File: src/rtl/crbus_pkg.sv
package crbus_pkg;

  localparam int DATA_W = 16;

  // one-cycle actions issued by the control to the datapath
  typedef struct packed {
    logic ldAddr;
    logic ldData;
    logic commit;
    logic rdLoad;
  } dpCmd_t;

  typedef enum logic [1:0] {
    HS_IDLE = 2'd0,
    HS_WAIT = 2'd1,
    HS_ACK  = 2'd2
  } hsState_e;

  // strobe vector bit positions
  localparam int SB_ADDR = 0;
  localparam int SB_DATA = 1;
  localparam int SB_READ = 2;
  localparam int SB_WRITE = 3;
  localparam int SB_NUM = 4;

endpackage

File: src/rtl/crbus_ctrl.sv
module crbus_ctrl
  import crbus_pkg::*;
#(
  parameter int ACK_DELAY = 2
) (
  input  logic              clk,
  input  logic              rstN,
  input  logic [SB_NUM-1:0] strbIn,
  output dpCmd_t            cmd,
  output logic              ack,
  output logic              protoErr
);

  localparam int CNT_W = (ACK_DELAY < 2) ? 1 : $clog2(ACK_DELAY + 1);
  localparam logic [CNT_W-1:0] CNT_LOAD = CNT_W'(ACK_DELAY - 1);

  hsState_e          stateQ;
  logic [CNT_W-1:0]  cntQ;
  logic [SB_NUM-1:0] prevQ;
  logic [SB_NUM-1:0] opQ;
  logic              ackQ;
  logic              errQ;

  logic [SB_NUM-1:0] riseVec;
  logic              anyRise;
  logic              acceptEn;
  logic              errEn;
  logic              activeLevel;

  assign riseVec     = strbIn & ~prevQ;
  assign anyRise     = |riseVec;
  assign acceptEn    = (stateQ == HS_IDLE) && anyRise && ($countones(strbIn) == 1);
  assign errEn       = anyRise && !acceptEn;
  assign activeLevel = |(strbIn & opQ);

  always_comb begin
    cmd = '0;
    if (acceptEn) begin
      cmd.ldAddr = riseVec[SB_ADDR];
      cmd.ldData = riseVec[SB_DATA];
      cmd.rdLoad = riseVec[SB_READ];
      cmd.commit = riseVec[SB_WRITE];
    end
  end

  always_ff @(posedge clk) begin
    if (!rstN) begin
      stateQ <= HS_IDLE;
      cntQ   <= '0;
      prevQ  <= '0;
      opQ    <= '0;
      ackQ   <= 1'b0;
      errQ   <= 1'b0;
    end else begin
      prevQ <= strbIn;
      errQ  <= errQ | errEn;
      unique case (stateQ)
        HS_IDLE: begin
          if (acceptEn) begin
            opQ    <= strbIn;
            cntQ   <= CNT_LOAD;
            stateQ <= HS_WAIT;
          end
        end
        HS_WAIT: begin
          if (cntQ == '0) begin
            stateQ <= HS_ACK;
            ackQ   <= 1'b1;
          end else begin
            cntQ <= cntQ - 1'b1;
          end
        end
        HS_ACK: begin
          if (!activeLevel) begin
            stateQ <= HS_IDLE;
            ackQ   <= 1'b0;
          end
        end
        default: stateQ <= HS_IDLE;
      endcase
    end
  end

  assign ack      = ackQ;
  assign protoErr = errQ;

  // acknowledge persists while the owning strobe is held
  a_r3_ack_held : assert property (@(posedge clk) disable iff (!rstN)
    (ack && activeLevel) |=> ack);

  // acknowledge drops one edge after the owning strobe is released
  a_r4_ack_drop : assert property (@(posedge clk) disable iff (!rstN)
    (ack && !activeLevel) |=> !ack);

  // the error flag never clears outside reset
  a_r9_err_sticky : assert property (@(posedge clk) disable iff (!rstN)
    protoErr |=> protoErr);

endmodule

File: src/rtl/crbus_regfile.sv
module crbus_regfile
  import crbus_pkg::*;
#(
  parameter int                NUM_REGS   = 8,
  parameter logic [DATA_W-1:0] BASE_ADDR  = 16'h1000,
  parameter logic [DATA_W-1:0] RESET_BASE = 16'h5A00
) (
  input  logic              clk,
  input  logic              rstN,
  input  logic [DATA_W-1:0] dataIn,
  input  dpCmd_t            cmd,
  output logic [DATA_W-1:0] dataOut
);

  logic [DATA_W-1:0]                addrQ;
  logic [DATA_W-1:0]                holdQ;
  logic [DATA_W-1:0]                rdQ;
  logic [NUM_REGS-1:0]              hit;
  logic [NUM_REGS-1:0][DATA_W-1:0]  bank;
  logic [DATA_W-1:0]                rdVal;

  always_ff @(posedge clk) begin
    if (!rstN) begin
      addrQ <= '0;
      holdQ <= '0;
      rdQ   <= '0;
    end else begin
      if (cmd.ldAddr) addrQ <= dataIn;
      if (cmd.ldData) holdQ <= dataIn;
      if (cmd.rdLoad) rdQ   <= rdVal;
    end
  end

  for (genvar i = 0; i < NUM_REGS; i++) begin : g_reg
    localparam logic [DATA_W-1:0] REG_ADDR = BASE_ADDR + DATA_W'(i);
    localparam logic [DATA_W-1:0] REG_RST  = RESET_BASE + DATA_W'(i);
    logic [DATA_W-1:0] valQ;

    assign hit[i] = (addrQ == REG_ADDR);

    always_ff @(posedge clk) begin
      if (!rstN)                   valQ <= REG_RST;
      else if (cmd.commit && hit[i]) valQ <= holdQ;
    end

    assign bank[i] = valQ;
  end

  always_comb begin
    rdVal = '0;
    for (int i = 0; i < NUM_REGS; i++) begin
      if (hit[i]) rdVal = rdVal | bank[i];
    end
  end

  assign dataOut = rdQ;

  // the control never issues two datapath actions at once
  a_r10_single_action : assert property (@(posedge clk) disable iff (!rstN)
    $onehot0({cmd.ldAddr, cmd.ldData, cmd.commit, cmd.rdLoad}));

  // capturing data leaves the latched address alone
  a_r5_addr_kept : assert property (@(posedge clk) disable iff (!rstN)
    (cmd.ldData) |=> $stable(addrQ));

endmodule

File: src/rtl/crbus_target.sv
module crbus_target
  import crbus_pkg::*;
#(
  parameter int                NUM_REGS   = 8,
  parameter logic [DATA_W-1:0] BASE_ADDR  = 16'h1000,
  parameter logic [DATA_W-1:0] RESET_BASE = 16'h5A00,
  parameter int                ACK_DELAY  = 2
) (
  input  logic              clk,
  input  logic              rstN,
  input  logic [DATA_W-1:0] dataIn,
  input  logic              capAddrStb,
  input  logic              capDataStb,
  input  logic              readStb,
  input  logic              writeStb,
  output logic [DATA_W-1:0] dataOut,
  output logic              ack,
  output logic              protoErr
);

  logic [SB_NUM-1:0] strbVec;
  dpCmd_t            cmd;

  always_comb begin
    strbVec           = '0;
    strbVec[SB_ADDR]  = capAddrStb;
    strbVec[SB_DATA]  = capDataStb;
    strbVec[SB_READ]  = readStb;
    strbVec[SB_WRITE] = writeStb;
  end

  crbus_ctrl #(
    .ACK_DELAY(ACK_DELAY)
  ) u_ctrl (
    .clk     (clk),
    .rstN    (rstN),
    .strbIn  (strbVec),
    .cmd     (cmd),
    .ack     (ack),
    .protoErr(protoErr)
  );

  crbus_regfile #(
    .NUM_REGS  (NUM_REGS),
    .BASE_ADDR (BASE_ADDR),
    .RESET_BASE(RESET_BASE)
  ) u_regs (
    .clk    (clk),
    .rstN   (rstN),
    .dataIn (dataIn),
    .cmd    (cmd),
    .dataOut(dataOut)
  );

  // read data does not move while acknowledge stays high
  a_r7_rdata_stable : assert property (@(posedge clk) disable iff (!rstN)
    (ack && $past(ack)) |-> $stable(dataOut));

endmodule

File: config.mk
export PLATFORM = sky130hd
export DESIGN_NAME = crbus_target
export DESIGN_NICKNAME = d
export VERILOG_FILES = /design/src/rtl/crbus_pkg.sv /design/src/rtl/crbus_ctrl.sv /design/src/rtl/crbus_regfile.sv /design/src/rtl/crbus_target.sv
export SDC_FILE = /design/constraint.sdc
export NUM_CORES = 1
export LEC_CHECK = 0
export BUFFER_PORTS_ARGS = -buffer_cell sky130_fd_sc_hd__clkbuf_2
export CORE_MARGIN = 3
export CORE_UTILIZATION = 50
export DETAILED_ROUTE_END_ITERATION = 8
export PLACE_DENSITY = 0.67
export SLEW_MARGIN = 20
export SYNTH_ARGS = -nofsm -noshare
export SYNTH_HDL_FRONTEND = slang
export SYNTH_SLANG_ARGS = --single-unit
File: constraint.sdc
create_clock -name clk -period 6.1 [get_ports clk]
set_input_delay 1.22 -clock clk [delete_from_list [all_inputs] [get_ports clk]]
set_output_delay 1.22 -clock clk [all_outputs]
set_load 0.01 [all_outputs]
## Word-level counts from Yosys, hierarchy flattened

Index checks and enable logic that the tools add are counted.

| word-level totals | value |
|---|---|
| register bits after elaboration | 190 |
| logic and storage cells | 87 |

| operators by class | value |
|---|---|
| add/sub/neg operators | 4 |
| equality and inequality tests | 15 |
| mux-type cells | 18 |
| bitwise logic cells | 11 |
| reduce and logical (&&, ||, !) cells | 22 |

Operators with widths:

| kind | number |
|---|---|
| 16-bit by 13-bit equality test with 1-bit output (second input constant) | 8 |
| 16-bit two-way mux | 8 |
| 16-bit bitwise OR | 7 |
| 32-bit adder | 1 |
| 32-bit by 2-bit equality test with 1-bit output (second input constant) | 1 |
| 1-bit logical AND | 11 |
| 3-bit AND reduction | 3 |
| 4-bit bitwise AND | 2 |
| 2-bit two-way mux | 4 |
| 4-bit OR reduction | 2 |
| 2-bit one-hot mux with 3 select lines | 1 |
| 1-bit by 1-bit adder with 2-bit output | 2 |
| 2-bit logical NOT | 2 |
| 4-bit two-way mux | 1 |
| 2-bit by 1-bit != test with 1-bit output (second input constant) | 2 |
| 2-bit != test (second input constant) | 2 |
| 4-bit inverter | 1 |
| 2-bit one-hot mux with 2 select lines | 1 |
| 2-bit nonzero test | 2 |
| 2-bit by 1-bit equality test with 1-bit output (second input constant) | 1 |
| 2-bit equality test (second input constant) | 1 |
| 1-bit two-way mux | 2 |
| 1-bit one-hot mux with 2 select lines | 1 |
| 2-bit AND reduction | 1 |
| other kinds (3) | 3 |

## Depth between registers and ports, before layout

| logic depth | value |
|---|---|
| word-level depth | 16 |
| mapped depth | 12 |
| gate-level depth less buffers | 8 |

## Hierarchy

Synthesis repeated with hierarchy kept, for this count alone.

| unflattened totals | value |
|---|---|
| cells, all modules | 946 |
| area, all modules | 8094.0 um^2 |

By module, submodules not included:

| module | instances | cells an instance | area an instance (um^2) | seq. area each (um^2) |
|---|---|---|---|---|
| crbus_regfile | 1 | 874 | 7420.9 | 3523.4 |
| crbus_ctrl | 1 | 72 | 673.1 | 280.3 |

## Worst setup path before layout

No wires, ideal clock.

| timing path | value |
|---|---|
| path kind | input port to flip-flop |
| start point | input port readStb |
| end point | register u_regs.g_reg[5].valQ[0] |
| setup time | 137 ps |
| data arrival time | 3614 ps |
| required time | 5963 ps |
| path slack | 2349 ps |
| cell stages on the path | 11 |
| path buffers | 3 |
| path through | ha_1 ha_1 fa_1 nor4bb_1 clkbuf_1 and2_0 buf_2 nand3_1 clkbuf_1 nand2_1 nand3_1 |

| between the ends | value |
|---|---|
| word-level cells in the longest chain between the ends | 6 |
| elaborated cells on any way between the ends | 9 |
| classes of those cells | add/sub: 2; eq/ne: 1; mux: 1; bitwise: 1; reduce/logical: 4 |

RTL lines:

| what | line | source |
|---|---|---|
| start, declared | crbus_target.sv:14 | `input logic readStb,` |
| 1-bit by 1-bit adder with 2-bit output (not written as such) / 4-bit bitwise AND (equally long branches) | crbus_ctrl.sv:32, crbus_ctrl.sv:30 |  |
| 32-bit adder (not written as such) / 4-bit OR reduction (equally long branches) | crbus_ctrl.sv:32, crbus_ctrl.sv:31 |  |
| 32-bit by 2-bit equality test with 1-bit output / 1-bit logical AND (equally long branches) | crbus_ctrl.sv:32 | `assign acceptEn = (stateQ == HS_IDLE) && anyRise && ($countones(strbIn) == 1);` |
| 1-bit logical AND * | crbus_ctrl.sv:32 |  |
| 4-bit two-way mux * | crbus_ctrl.sv:38 | `if (acceptEn) begin` |
| 1-bit logical AND * | crbus_regfile.sv:43 | `else if (cmd.commit && hit[i]) valQ <= holdQ;` |
| end signal, assigned | crbus_regfile.sv:43 |  |
| end, declared | crbus_regfile.sv:37 | `logic [DATA_W-1:0] valQ;` |

Every way passes the cells marked *; elsewhere a longest branch is shown, timed or not.
A chain may end at the register's enable or synchronous reset.

## Worst setup path in the final report

| timing path | value |
|---|---|
| start point | input port readStb |
| end point | register u_regs.g_reg[4].valQ[14] |

| between the ends | value |
|---|---|
| word-level cells in the longest chain between the ends | 6 |
| elaborated cells on any way between the ends | 9 |
| classes of those cells | add/sub: 2; eq/ne: 1; mux: 1; bitwise: 1; reduce/logical: 4 |

RTL lines:

| what | line |
|---|---|
| 1-bit by 1-bit adder with 2-bit output (not written as such) / 4-bit bitwise AND (equally long branches) | crbus_ctrl.sv:32, crbus_ctrl.sv:30 |
| 32-bit adder (not written as such) / 4-bit OR reduction (equally long branches) | crbus_ctrl.sv:32, crbus_ctrl.sv:31 |
| 32-bit by 2-bit equality test with 1-bit output / 1-bit logical AND (equally long branches) | crbus_ctrl.sv:32 |
| 1-bit logical AND * | crbus_ctrl.sv:32 |
| 4-bit two-way mux * | crbus_ctrl.sv:38 |
| 1-bit logical AND * | crbus_regfile.sv:43 |
| end signal, assigned | crbus_regfile.sv:43 |
| end, declared | crbus_regfile.sv:37 |

Marks and branches as above.

==> results.sh <==
export IMPL_status="completed"
export IMPL_final_area_um2=8850
export IMPL_finClkSkew_ns=0.0101
export IMPL_tightest_slew_ns=0.968
export IMPL_root_buffer="clkbuf_16"
export IMPL_place_area_um2=8220
export IMPL_multi_input_area_um2=3870
export IMPL_diodes=0
export IMPL_via_per_inst=5.67
export IMPL_synth_area_um2=8100
export IMPL_crit_type="input port to flip-flop"
export IMPL_die_w_um=133
export IMPL_hp_class="flip-flop to flip-flop"
export IMPL_synth_seq_cells=190
export IMPL_wl_mm=21.8
export IMPL_die_area_um2=17800
export IMPL_cp_arrival_ns=4.52
export IMPL_nNetsFinal=1007
export IMPL_grtUsageMet3_pct=5.06
export IMPL_clkSinkCount=190
export IMPL_vdd_ir_drop_worst_v=0.000254
export IMPL_gr_usage_all_layers_pct=25.1
export IMPL_fmax_mhz=236
export IMPL_async_flop_share_pct=0
export IMPL_syn2layout_area_growth_pct=9.23
export IMPL_die_h_um=133
export IMPL_num_vias=6814
export IMPL_cts_htree_levels=4
export IMPL_core_um2=15500
export IMPL_insertion_delay_ns=0.44
export IMPL_cts_tree="yes"
export IMPL_hpwlAfterDp_mm=13.1
export IMPL_ys_seq_area_share_pct=46.9
export IMPL_clkTransAtPathRegs_ns=0.07
export IMPL_initial_core_util_pct=52.1
export IMPL_drtIter0Drc=670
export IMPL_fill_cells=1462
export IMPL_post_cts_repair_setup_buffers=0
export IMPL_power_mw=2.75
export IMPL_synthCells=1001
export IMPL_gr_usage_met1_pct=35.8
export IMPL_critPathMaxFanout=16
export IMPL_io_buffers=39
export IMPL_wl_per_cell_um=18.2
export IMPL_slew_headroom_pct=35.3
export IMPL_synth_warnings=0
export IMPL_drv_cap=0
export IMPL_hold_buffers=0
export IMPL_grt_max_degree=89
export IMPL_critPathLaunchType="input port"
export IMPL_period_share_pct=69.5
export IMPL_drt_first_pass_iters=6
export IMPL_powerDensity_nw_per_um2=311
export IMPL_ys_flop_type="dfxtp_1"
export IMPL_cp_required_ns=6.38
export IMPL_grt_pass1_vias=6398
export IMPL_ant_nets=0
export IMPL_regArea_um2=3810
export IMPL_setup_viol=0
export IMPL_gp_congestion=0.794
export IMPL_period_needed_ns=4.24
export IMPL_grt_first_pass_wirelength_mm=35.1
export IMPL_hold_violations=0
export IMPL_gr_total_overflow=0
export IMPL_fp_row_count=45
export IMPL_finalSetupTns_ns=0
export IMPL_drc=0
export IMPL_rsz0062_at_grt="false"
export IMPL_grtUsageMet2_pct=38.1
export IMPL_drv_slew=0
export IMPL_grt_antenna_before_repair=0
export IMPL_grt_busiest_layer="met2"
export IMPL_drive_gt1_share_pct=12.4
export IMPL_ios=40
export IMPL_synth_net_count=1031
export IMPL_p_leak_nw=3.25
export IMPL_end_kind="flip-flop"
export IMPL_cts_buffers=17
export IMPL_synth_distinct_cells=49
export IMPL_cts_repair_resized=0
export IMPL_avgSynthCellArea_um2=8.09
export IMPL_synth_edf_count=0
export IMPL_cts_path_max_buffers=2
where the power goes:
| part | switching, mW | internal, mW |
|---|---|---|
| clock network | 0.493 | 0.696 |
| registers | 0.0424 | 1.28 |
| logic | 0.153 | 0.0905 |
| total | 0.688 | 2.06 |
cell families (layout without fill, tap and decap cells):
family,count (synthesis),after routing,share of synthesized area (%)
simple gates,462,462,25.1
compound gates,201,201,13.9
flops,190,190,46.9
buf+inv,97,86,5.34
mux,43,43,7.40
fa+ha+maj,8,8,1.33
final timing paths:
kind	start	depth (start not counted)	end	slack (ns)
setup / recovery	readStb	10	u_regs.g_reg[4].valQ[14]$_SDFFE_PN1P_	1.86
setup reg to reg	u_regs.addrQ[0]$_SDFFE_PN0P_	5	u_regs.g_reg[7].valQ[11]$_SDFFE_PN1P_	3.04
hold reg to reg	u_regs.g_reg[7].valQ[4]$_SDFFE_PN0P_	2	u_regs.g_reg[7].valQ[4]$_SDFFE_PN0P_	0.45
hold / removal	u_regs.g_reg[7].valQ[4]$_SDFFE_PN0P_	2	u_regs.g_reg[7].valQ[4]$_SDFFE_PN0P_	0.45
layout make-up:
| type | count | share of cell area, % |
|---|---|---|
| Timing Repair Buffer | 47 | 2.88 |
| Inverter | 7 | 0.311 |
| Clock inverter | 14 | 2.18 |
| Clock buffer | 18 | 4.96 |
| Multi-Input combinational cell | 714 | 43.7 |
| Tap cell | 211 | 2.98 |
| Sequential cell | 190 | 43.0 |
synth_stat cells, types with 6 or more instances:
cell	instances	area, µm²
a22o_1	6	52.6
mux4_2	12	270
clkbuf_1	65	244
nor3_1	6	30.0
nor2b_1	7	43.8
and2_1	9	56.3
mux2_2	15	169
mux2i_1	16	160
nor2_1	18	67.6
a21oi_1	143	716
nand2_1	331	1240
a221oi_1	6	52.6
and3_1	8	50.1
a31oi_1	6	37.5
buf_2	10	50.1
o21ai_0	21	105
buf_4	9	67.6
a22oi_1	7	52.6
inv_1	6	22.5
ha_1	7	87.6
dfxtp_1	190	3800
nand3_1	62	310
layout by cell type (no fill, tap or decap), types with 3 or more instances in the layout:
| cell type | count |
|---|---|
| a22o_1 | 6 |
| o21ai_0 | 21 |
| nand2_1 | 331 |
| mux4_2 | 12 |
| a211oi_1 | 3 |
| a221oi_1 | 6 |
| clkinvlp_4 | 6 |
| nand3_1 | 62 |
| dfxtp_1 | 188 |
| clkinv_2 | 3 |
| a31oi_1 | 6 |
| nor2b_1 | 7 |
| and3_1 | 8 |
| nor4_2 | 4 |
| clkbuf_2 | 39 |
| clkbuf_16 | 17 |
| and2_1 | 9 |
| nor3_1 | 6 |
| ha_1 | 7 |
| bufinv_16 | 4 |
| mux2i_1 | 16 |
| a22oi_1 | 7 |
| buf_4 | 8 |
| inv_1 | 6 |
| nor2_1 | 18 |
| a21oi_1 | 143 |
| mux2_2 | 15 |
per-layer routing:
metal	part of all wire (%)	wire, µm
met5	0	0
met4	2.1	453
met3	7.1	1560
met2	44	9700
met1	46	10100
state kept, by name, indices dropped and copies added, names as in the netlist:
signal,cells
u_ctrl.ack,1
u_ctrl.cntQ,2
u_ctrl.opQ,4
u_ctrl.prevQ,4
u_ctrl.protoErr,1
u_ctrl.stateQ,2
u_regs.addrQ,16
u_regs.dataOut,16
u_regs.g.valQ,128
u_regs.holdQ,16
critical path, cell delays in order:
cell and delay (ns):
clkbuf_2 0.12, ha_1 0.30, ha_1 0.21, fa_1 0.43, nor4bb_1 0.28, buf_4 0.20
and2_0 0.52, nand3_1 0.87, nand2_1 0.27, nand3_1 0.09
through the flow:
stage	utilization, %	cells	hold WS, ns	setup WS, ns
global route	57.0	1201	0.466	1.55
CTS	57.0	1201	0.450	1.91
floorplan	-	1001	0.428	2.35
detailed placement	52.9	1169	0.440	1.46
global placement	52.9	1169	0.436	1.58
finish	57.0	1201	0.450	1.86
Power figures use the tool's default switching activity.
